**src/rtl/alu8_pkg.sv**
```systemverilog
package alu8_pkg;
  localparam int DW  = 8;
  localparam int NIB = DW / 2;
  localparam int FW  = 6;

  localparam int FB_C = 0;
  localparam int FB_Z = 1;
  localparam int FB_N = 2;
  localparam int FB_V = 3;
  localparam int FB_S = 4;
  localparam int FB_H = 5;

  localparam logic [FW-1:0] MSK_ALL   = 6'b111111;
  localparam logic [FW-1:0] MSK_SHIFT = 6'b011111;
  localparam logic [FW-1:0] MSK_LOGIC = 6'b011110;
  localparam logic [FW-1:0] MSK_NONE  = 6'b000000;

  typedef enum logic [4:0] {
    OP_ADD  = 5'd0,
    OP_ADC  = 5'd1,
    OP_SUB  = 5'd2,
    OP_SBC  = 5'd3,
    OP_CMP  = 5'd4,
    OP_CPC  = 5'd5,
    OP_AND  = 5'd6,
    OP_OR   = 5'd7,
    OP_XOR  = 5'd8,
    OP_COM  = 5'd9,
    OP_NEG  = 5'd10,
    OP_INC  = 5'd11,
    OP_DEC  = 5'd12,
    OP_TST  = 5'd13,
    OP_LSL  = 5'd14,
    OP_LSR  = 5'd15,
    OP_ROL  = 5'd16,
    OP_ROR  = 5'd17,
    OP_ASR  = 5'd18,
    OP_SWAP = 5'd19
  } alu_op_e;

  typedef enum logic [2:0] {
    LG_AND  = 3'd0,
    LG_OR   = 3'd1,
    LG_XOR  = 3'd2,
    LG_NOT  = 3'd3,
    LG_PASS = 3'd4
  } logic_kind_e;

  typedef enum logic [2:0] {
    SH_LSL = 3'd0,
    SH_LSR = 3'd1,
    SH_ROL = 3'd2,
    SH_ROR = 3'd3,
    SH_ASR = 3'd4
  } shift_kind_e;
endpackage

```
**src/rtl/alu8_addsub.sv**
```systemverilog
module alu8_addsub
  import alu8_pkg::*;
(
  input  logic [DW-1:0] x_i,
  input  logic [DW-1:0] y_i,
  input  logic          cy_i,
  input  logic          sub_i,
  output logic [DW-1:0] sum_o,
  output logic          cout_o,
  output logic          hout_o,
  output logic          ovf_o
);
  logic [DW:0]  full_w;
  logic [NIB:0] low_w;

  // One carry chain for the whole byte and one for the low nibble; the
  // top bit of each is the carry (add) or the borrow (subtract).
  always_comb begin
    if (sub_i) begin
      full_w = {1'b0, x_i} - {1'b0, y_i} - {{DW{1'b0}}, cy_i};
      low_w  = {1'b0, x_i[NIB-1:0]} - {1'b0, y_i[NIB-1:0]} - {{NIB{1'b0}}, cy_i};
    end else begin
      full_w = {1'b0, x_i} + {1'b0, y_i} + {{DW{1'b0}}, cy_i};
      low_w  = {1'b0, x_i[NIB-1:0]} + {1'b0, y_i[NIB-1:0]} + {{NIB{1'b0}}, cy_i};
    end
  end

  assign sum_o  = full_w[DW-1:0];
  assign cout_o = full_w[DW];
  assign hout_o = low_w[NIB];

  // Signed overflow: operands of equal (add) or opposite (sub) sign
  // produce a result whose sign differs from the first operand.
  always_comb begin
    if (sub_i)
      ovf_o = (x_i[DW-1] != y_i[DW-1]) && (full_w[DW-1] != x_i[DW-1]);
    else
      ovf_o = (x_i[DW-1] == y_i[DW-1]) && (full_w[DW-1] != x_i[DW-1]);
  end
endmodule

```
**src/rtl/alu8_logic.sv**
```systemverilog
module alu8_logic
  import alu8_pkg::*;
(
  input  logic_kind_e   kind_i,
  input  logic [DW-1:0] x_i,
  input  logic [DW-1:0] y_i,
  output logic [DW-1:0] res_o
);
  always_comb begin
    unique case (kind_i)
      LG_AND:  res_o = x_i & y_i;
      LG_OR:   res_o = x_i | y_i;
      LG_XOR:  res_o = x_i ^ y_i;
      LG_NOT:  res_o = ~x_i;
      LG_PASS: res_o = x_i;
      default: res_o = '0;
    endcase
  end
endmodule

```
**src/rtl/alu8_shift.sv**
```systemverilog
module alu8_shift
  import alu8_pkg::*;
(
  input  shift_kind_e   kind_i,
  input  logic [DW-1:0] x_i,
  input  logic          cy_i,
  output logic [DW-1:0] res_o,
  output logic          cout_o
);
  always_comb begin
    unique case (kind_i)
      SH_LSL: begin
        res_o  = {x_i[DW-2:0], 1'b0};
        cout_o = x_i[DW-1];
      end
      SH_LSR: begin
        res_o  = {1'b0, x_i[DW-1:1]};
        cout_o = x_i[0];
      end
      SH_ROL: begin
        res_o  = {x_i[DW-2:0], cy_i};
        cout_o = x_i[DW-1];
      end
      SH_ROR: begin
        res_o  = {cy_i, x_i[DW-1:1]};
        cout_o = x_i[0];
      end
      SH_ASR: begin
        res_o  = {x_i[DW-1], x_i[DW-1:1]};
        cout_o = x_i[0];
      end
      default: begin
        res_o  = '0;
        cout_o = 1'b0;
      end
    endcase
  end
endmodule

```
**src/rtl/alu8_core.sv**
```systemverilog
module alu8_core
  import alu8_pkg::*;
(
  input  logic [4:0]    op_i,
  input  logic [DW-1:0] a_i,
  input  logic [DW-1:0] b_i,
  input  logic          c_in_i,
  input  logic          z_in_i,
  output logic [DW-1:0] res_o,
  output logic [FW-1:0] flags_o,
  output logic [FW-1:0] mask_o
);
  alu_op_e op_w;
  assign op_w = alu_op_e'(op_i);

  // Operand routing for the shared adder/subtractor.
  logic [DW-1:0] as_x, as_y, as_sum;
  logic          as_cy, as_sub, as_c, as_h, as_v;

  always_comb begin
    as_x   = a_i;
    as_y   = b_i;
    as_cy  = 1'b0;
    as_sub = 1'b0;
    unique case (op_w)
      OP_ADC:         as_cy = c_in_i;
      OP_SUB, OP_CMP: as_sub = 1'b1;
      OP_SBC, OP_CPC: begin as_sub = 1'b1; as_cy = c_in_i; end
      OP_NEG:         begin as_sub = 1'b1; as_x = '0; as_y = a_i; end
      OP_INC:         as_y = {{(DW-1){1'b0}}, 1'b1};
      OP_DEC:         begin as_sub = 1'b1; as_y = {{(DW-1){1'b0}}, 1'b1}; end
      default:        ;
    endcase
  end

  alu8_addsub u_addsub (
    .x_i    (as_x),
    .y_i    (as_y),
    .cy_i   (as_cy),
    .sub_i  (as_sub),
    .sum_o  (as_sum),
    .cout_o (as_c),
    .hout_o (as_h),
    .ovf_o  (as_v)
  );

  logic_kind_e   lg_kind;
  logic [DW-1:0] lg_res;

  always_comb begin
    unique case (op_w)
      OP_OR:   lg_kind = LG_OR;
      OP_XOR:  lg_kind = LG_XOR;
      OP_COM:  lg_kind = LG_NOT;
      OP_TST:  lg_kind = LG_PASS;
      default: lg_kind = LG_AND;
    endcase
  end

  alu8_logic u_logic (
    .kind_i (lg_kind),
    .x_i    (a_i),
    .y_i    (b_i),
    .res_o  (lg_res)
  );

  shift_kind_e   sh_kind;
  logic [DW-1:0] sh_res;
  logic          sh_c;

  always_comb begin
    unique case (op_w)
      OP_LSR:  sh_kind = SH_LSR;
      OP_ROL:  sh_kind = SH_ROL;
      OP_ROR:  sh_kind = SH_ROR;
      OP_ASR:  sh_kind = SH_ASR;
      default: sh_kind = SH_LSL;
    endcase
  end

  alu8_shift u_shift (
    .kind_i (sh_kind),
    .x_i    (a_i),
    .cy_i   (c_in_i),
    .res_o  (sh_res),
    .cout_o (sh_c)
  );

  // Result selection and raw flag sources.
  logic [DW-1:0] res_w;
  logic [FW-1:0] msk_w;
  logic          c_w, h_w, v_w, v_from_nc, z_chain;

  always_comb begin
    res_w     = '0;
    msk_w     = MSK_NONE;
    c_w       = 1'b0;
    h_w       = 1'b0;
    v_w       = 1'b0;
    v_from_nc = 1'b0;
    z_chain   = 1'b0;
    unique case (op_w)
      OP_ADD, OP_ADC, OP_SUB, OP_CMP, OP_NEG: begin
        res_w = as_sum; c_w = as_c; h_w = as_h; v_w = as_v; msk_w = MSK_ALL;
      end
      OP_SBC, OP_CPC: begin
        res_w = as_sum; c_w = as_c; h_w = as_h; v_w = as_v; msk_w = MSK_ALL;
        z_chain = 1'b1;
      end
      OP_INC, OP_DEC: begin
        res_w = as_sum; v_w = as_v; msk_w = MSK_LOGIC;
      end
      OP_AND, OP_OR, OP_XOR, OP_TST: begin
        res_w = lg_res; msk_w = MSK_LOGIC;
      end
      OP_COM: begin
        res_w = lg_res; c_w = 1'b1; msk_w = MSK_SHIFT;
      end
      OP_LSL, OP_LSR, OP_ROL, OP_ROR, OP_ASR: begin
        res_w = sh_res; c_w = sh_c; v_from_nc = 1'b1; msk_w = MSK_SHIFT;
      end
      OP_SWAP: begin
        res_w = {a_i[NIB-1:0], a_i[DW-1:NIB]};
      end
      default: ;
    endcase
  end

  // Flag assembly: N, Z, V and S derived from the selected result.
  logic n_f, z_f, v_f, s_f;
  logic [FW-1:0] flg_w;

  always_comb begin
    n_f = res_w[DW-1];
    z_f = (res_w == '0) && (!z_chain || z_in_i);
    v_f = v_from_nc ? (n_f ^ c_w) : v_w;
    s_f = n_f ^ v_f;
    flg_w = '0;
    flg_w[FB_C] = c_w;
    flg_w[FB_Z] = z_f;
    flg_w[FB_N] = n_f;
    flg_w[FB_V] = v_f;
    flg_w[FB_S] = s_f;
    flg_w[FB_H] = h_w;
  end

  assign res_o   = res_w;
  assign mask_o  = msk_w;
  assign flags_o = flg_w & msk_w;
endmodule

```
**config.mk**
```make
export PLATFORM = sky130hd
export DESIGN_NAME = alu8_core
export DESIGN_NICKNAME = d
export VERILOG_FILES = /design/src/rtl/alu8_pkg.sv /design/src/rtl/alu8_addsub.sv /design/src/rtl/alu8_logic.sv /design/src/rtl/alu8_shift.sv /design/src/rtl/alu8_core.sv
export SDC_FILE = /design/constraint.sdc
export NUM_CORES = 1
export LEC_CHECK = 0
export ABC_AREA = 1
export BUFFER_PORTS_ARGS = -buffer_cell sky130_fd_sc_hd__buf_2
export CAP_MARGIN = 20
export CELL_PAD_IN_SITES_DETAIL_PLACEMENT = 1
export CELL_PAD_IN_SITES_GLOBAL_PLACEMENT = 1
export CORE_AREA = 5 5 105 107
export DETAILED_ROUTE_END_ITERATION = 12
export DIE_AREA = 0 0 110 112
export GPL_TIMING_DRIVEN = 1
export PLACE_DENSITY = 0.71
export SLEW_MARGIN = 20
export SYNTH_ARGS = -nofsm -noshare
export SYNTH_HDL_FRONTEND = slang
export SYNTH_HIERARCHICAL = 1
export SYNTH_SLANG_ARGS = --single-unit
```
**constraint.sdc**
```tcl
create_clock -name vclk -period 4.1
set_input_delay 0.205 -clock vclk [all_inputs]
set_output_delay 0.205 -clock vclk [all_outputs]
set_load 0.02 [all_outputs]
```
==> results <==
- The xor and xnor area share after synthesis is roughly 1.9%.
- The cell area that synthesis handed to floorplanning was 0.00281 mm2.
- The post-synthesis share of cell area spent on and, or, nand and nor gates is 46.6%.
- For the worst setup path, the data arrival time is ~3.6 ns.
- The pin count of the biggest net entering global routing is 18.
- Summing all placed instances gives a cell area of between 0.003 and 0.004 mm2.
- The overall overflow remaining after global route is 0.
- The final net count is roughly 600.
- The average size of a mapped cell is between 5 and 6 um2.
- The share of power burned in combinational logic is between 90% and 100%.
- The maximum operating frequency is approximately 260 MHz.
- The length of the first detailed-routing pass in iterations is 4.
- For this run, global-route usage on met3 was measured as less than 1%.
- Summing the areas of all compound-gate instances in the mapped netlist gives approximately 14% of the synthesized area.
- Of the total power, registers draw 0%.
- The port buffer count is between 40 and 50.
- The final-layout fill cell count is 1391.
- The main combinational cell family by area after synthesis is simple AND/OR/NAND/NOR gates.
- The area of combinational cells with multiple inputs is 0.00231 mm2.
- In the final timing run, aggregate negative setup slack is 0 ns.
- The max-slew violation count is 0.
- The design has 0 sequential cells.
- The number of antenna diodes in the final layout is 0.
- For met2 alone, demand over resource in global routing was approximately 28%.
- Cells fill a little under a third of the core in the end.
- The number of max-cap violations is 0.
- For the pin with the worst max-slew slack, the measured transition is about 0.62 ns.
- The clock period could shrink to around 3.8 ns.
- Registers take 0 um2.
- The switching power summed over all nets is 0.333 mW.
- STA classifies the critical path startpoint as an input pin.
- Measured along the y axis, the die boundary spans between 100 and 150 um.
- Setup repair after global routing left no endpoint under its margin.
- The residual DRC count is 0.
- The flow ran to the end, and the final reports show no timing, DRC or antenna violations.
- For this run, the total global-route usage over all layers was measured as 16.8%.
- The worst setup path is of the input pin to primary output kind.
- The number of standard cells after synthesis is 500.
- The initial utilization of the core area, before any placement, comes to 27.9%.
- For this block, the routed nets add up to 10300 um of wire.
- The width of the die is 110 um.
- The largest fanout of any net on the critical path is 17.
- The internal portion of total power is between 0.15 and 0.2 mW.
- The die covers 0.0123 mm2.
- The min-delay analysis places its worst path in the category input pin to primary output.
- The maximum vdd drop is between 0.00008 and 0.00009 V.
- The final count of negative-setup-slack endpoints is 0.
- The count of final hold-check violations is 0.
- The analysis attributes to cell leakage a power of 1.88 nW.
- The clock buffer instance count of the final layout is 0.
- The core region area is 0.0100 mm2.
- The category of the worst setup path capture point is a primary output.
- The remaining max-slew budget at the tightest pin is around 58%.
- In this run the core area contains 37 standard-cell rows.
- The fraction of layout instances using a drive strength above 1 is 20.9%.
- The iteration-0 DRC count of the detailed router is between 100 and 150.
- The cell area after layout is between 0.003 and 0.004 mm2.
- In this run the remaining antenna-violating nets after routing total 0.
- The I/O pin total is 43.
- The number of distinct library cell variants in the gate-level netlist after synthesis is between 40 and 50.
- For met1 alone, demand over resource in global routing was between 20% and 30%.
- The detailed-route via count is roughly 3300.
- The initial antenna violation count is 0.
- The number of nets handed over by synthesis was about 560.
- The synthesis warning total is 6.
- The clock network accounts for 0% of the total power.
- The worst path uses between 90% and 100% of the clock period.
- Hold is met by about 1.0 ns.
- STA puts the critical path data required time at 3.89 ns.
- After detailed routing, the number of vias per cell comes to just under 5.
- Net switching is between 60% and 70% of the power.
- The power per unit of standard cell area is 157 mW/mm2.
- The synthesized netlist devotes 19.3% of its cell area to adder and majority cells.
- The congestion estimate from routability-driven global placement came to slightly below 0.9.
- met2 is the most crowded layer.
- The routed length per instance is about 15 um.
- The synthesis-to-layout area growth is 11.8%.
- Sequential cells were found to cover 0% of the synthesized design area.
- The HPWL reported at the end of detailed placement is between 8000 and 9000 um.
- The proportion of synthesized area in mux cells is 0%.
- The hold-fix buffer count after cts is 0.
- The first global-routing pass estimated around 17000 um of wire.
- The number of global-route vias before repair is approximately 3400.
## logic make-up after synthesis
group                    Yosys count
AND/OR/NAND/NOR                  271
XOR/XNOR                           6
adder cells (fa/ha/maj)           41
AO/OA/AOI/OAI                     65
buffers and inverters            117
## final cells by class
cell class / instances / area share, %
inverter: 103 / 12.6
multi-input combinational: 383 / 73.7
tap: 136 / 5.42
timing repair buffer: 49 / 8.29
## final timing paths
check                   endpoint    start  slack (ns)  cells past startpoint
worst max-delay path  flags_o[1]  op_i[3]        0.32                     23
worst min-delay path  flags_o[1]   z_in_i        1.02                      6
## what timing repair did
action / CTS / global route
gates resized for setup: 0 / 2
setup buffers: 0 / 3
endpoints found under the setup margin: 0 / 3
## metrics by stage
step	setup WS [ns]	instances	total power [mW]
final	0.323	671	0.494
after detailed placement	0.230	668	0.491
after global routing	0.0107	671	0.552
after CTS	0.212	668	0.494
after floorplan	0.595	500	0.348
after global placement	0.392	668	0.475
## per-layer routing
layer	wire length (um)	share of wire [%]
met1	5120	50
met3	322	3.1
met2	4810	47
met5	0	0
met4	82	0.79
## power by group through the flow
stage / logic (mW) / clock network [mW] / registers (mW)
after CTS: 0.494 / 0 / 0
after detailed placement: 0.491 / 0 / 0
after global placement: 0.475 / 0 / 0
after floorplan: 0.348 / 0 / 0
after global routing: 0.552 / 0 / 0
final: 0.494 / 0 / 0
## synthesized netlist by cell type (all sizes together)
| master | number | share of area [%] |
|---|---|---|
| nand2 | 124 | 18 |
| inv | 103 | 14 |
| nor2 | 70 | 12 |
| nand3 | 60 | 13 |
| ha | 37 | 16 |
| o21ai | 33 | 6.3 |
| a21oi | 15 | 3.3 |
| buf | 13 | 3.5 |
| nand4 | 11 | 2.5 |
| a22oi | 5 | 1.5 |
| fa | 4 | 2.9 |
| xor2 | 4 | 1.2 |
| a31oi | 3 | 0.67 |
| nor3 | 3 | 0.71 |
| o2111ai | 2 | 0.62 |
| o211ai | 2 | 0.53 |
| o21bai | 2 | 0.53 |
| xnor2 | 2 | 0.62 |
| a21o | 1 | 0.27 |
| and2 | 1 | 0.31 |
| clkbuf | 1 | 0.13 |
| nand3b | 1 | 0.27 |
| nor4 | 1 | 0.22 |
| o211a | 1 | 0.36 |
| o311ai | 1 | 0.31 |
## worst max-delay path: stages
cell       delay (ns)
buf_2            0.14
inv_2            0.04
nor2_2           0.13
nand2_2          0.12
nor2_8           0.19
inv_6            0.09
o211ai_1         0.29
inv_1            0.10
fa_1             0.58
inv_1            0.08
ha_1             0.17
o21ai_0          0.14
nand2_1          0.08
a31oi_1          0.17
xor2_1           0.09
nand2_1          0.07
nand2_1          0.06
nand2_1          0.09
o2111ai_1        0.19
nor2_1           0.14
nand2_1          0.12
nor2_1           0.10
buf_2            0.16
## cell usage in the layout (no fill, tap or decap), types with 2 or more instances in the layout
cell type,count
nand2_1,110
inv_1,87
nor2_1,56
nand3_1,51
buf_2,43
ha_1,37
o21ai_0,21
inv_2,14
nand2_2,13
o21ai_1,11
nand4_1,11
nor2_2,9
a21oi_1,9
nand3_2,7
a21oi_2,6
buf_4,6
nor2_4,4
a22oi_1,4
xor2_1,4
fa_1,4
a31oi_1,3
nor3_1,2
nand3_4,2
o2111ai_1,2
o211ai_1,2
o21bai_1,2
xnor2_1,2
(Power assumes the default switching activity.)
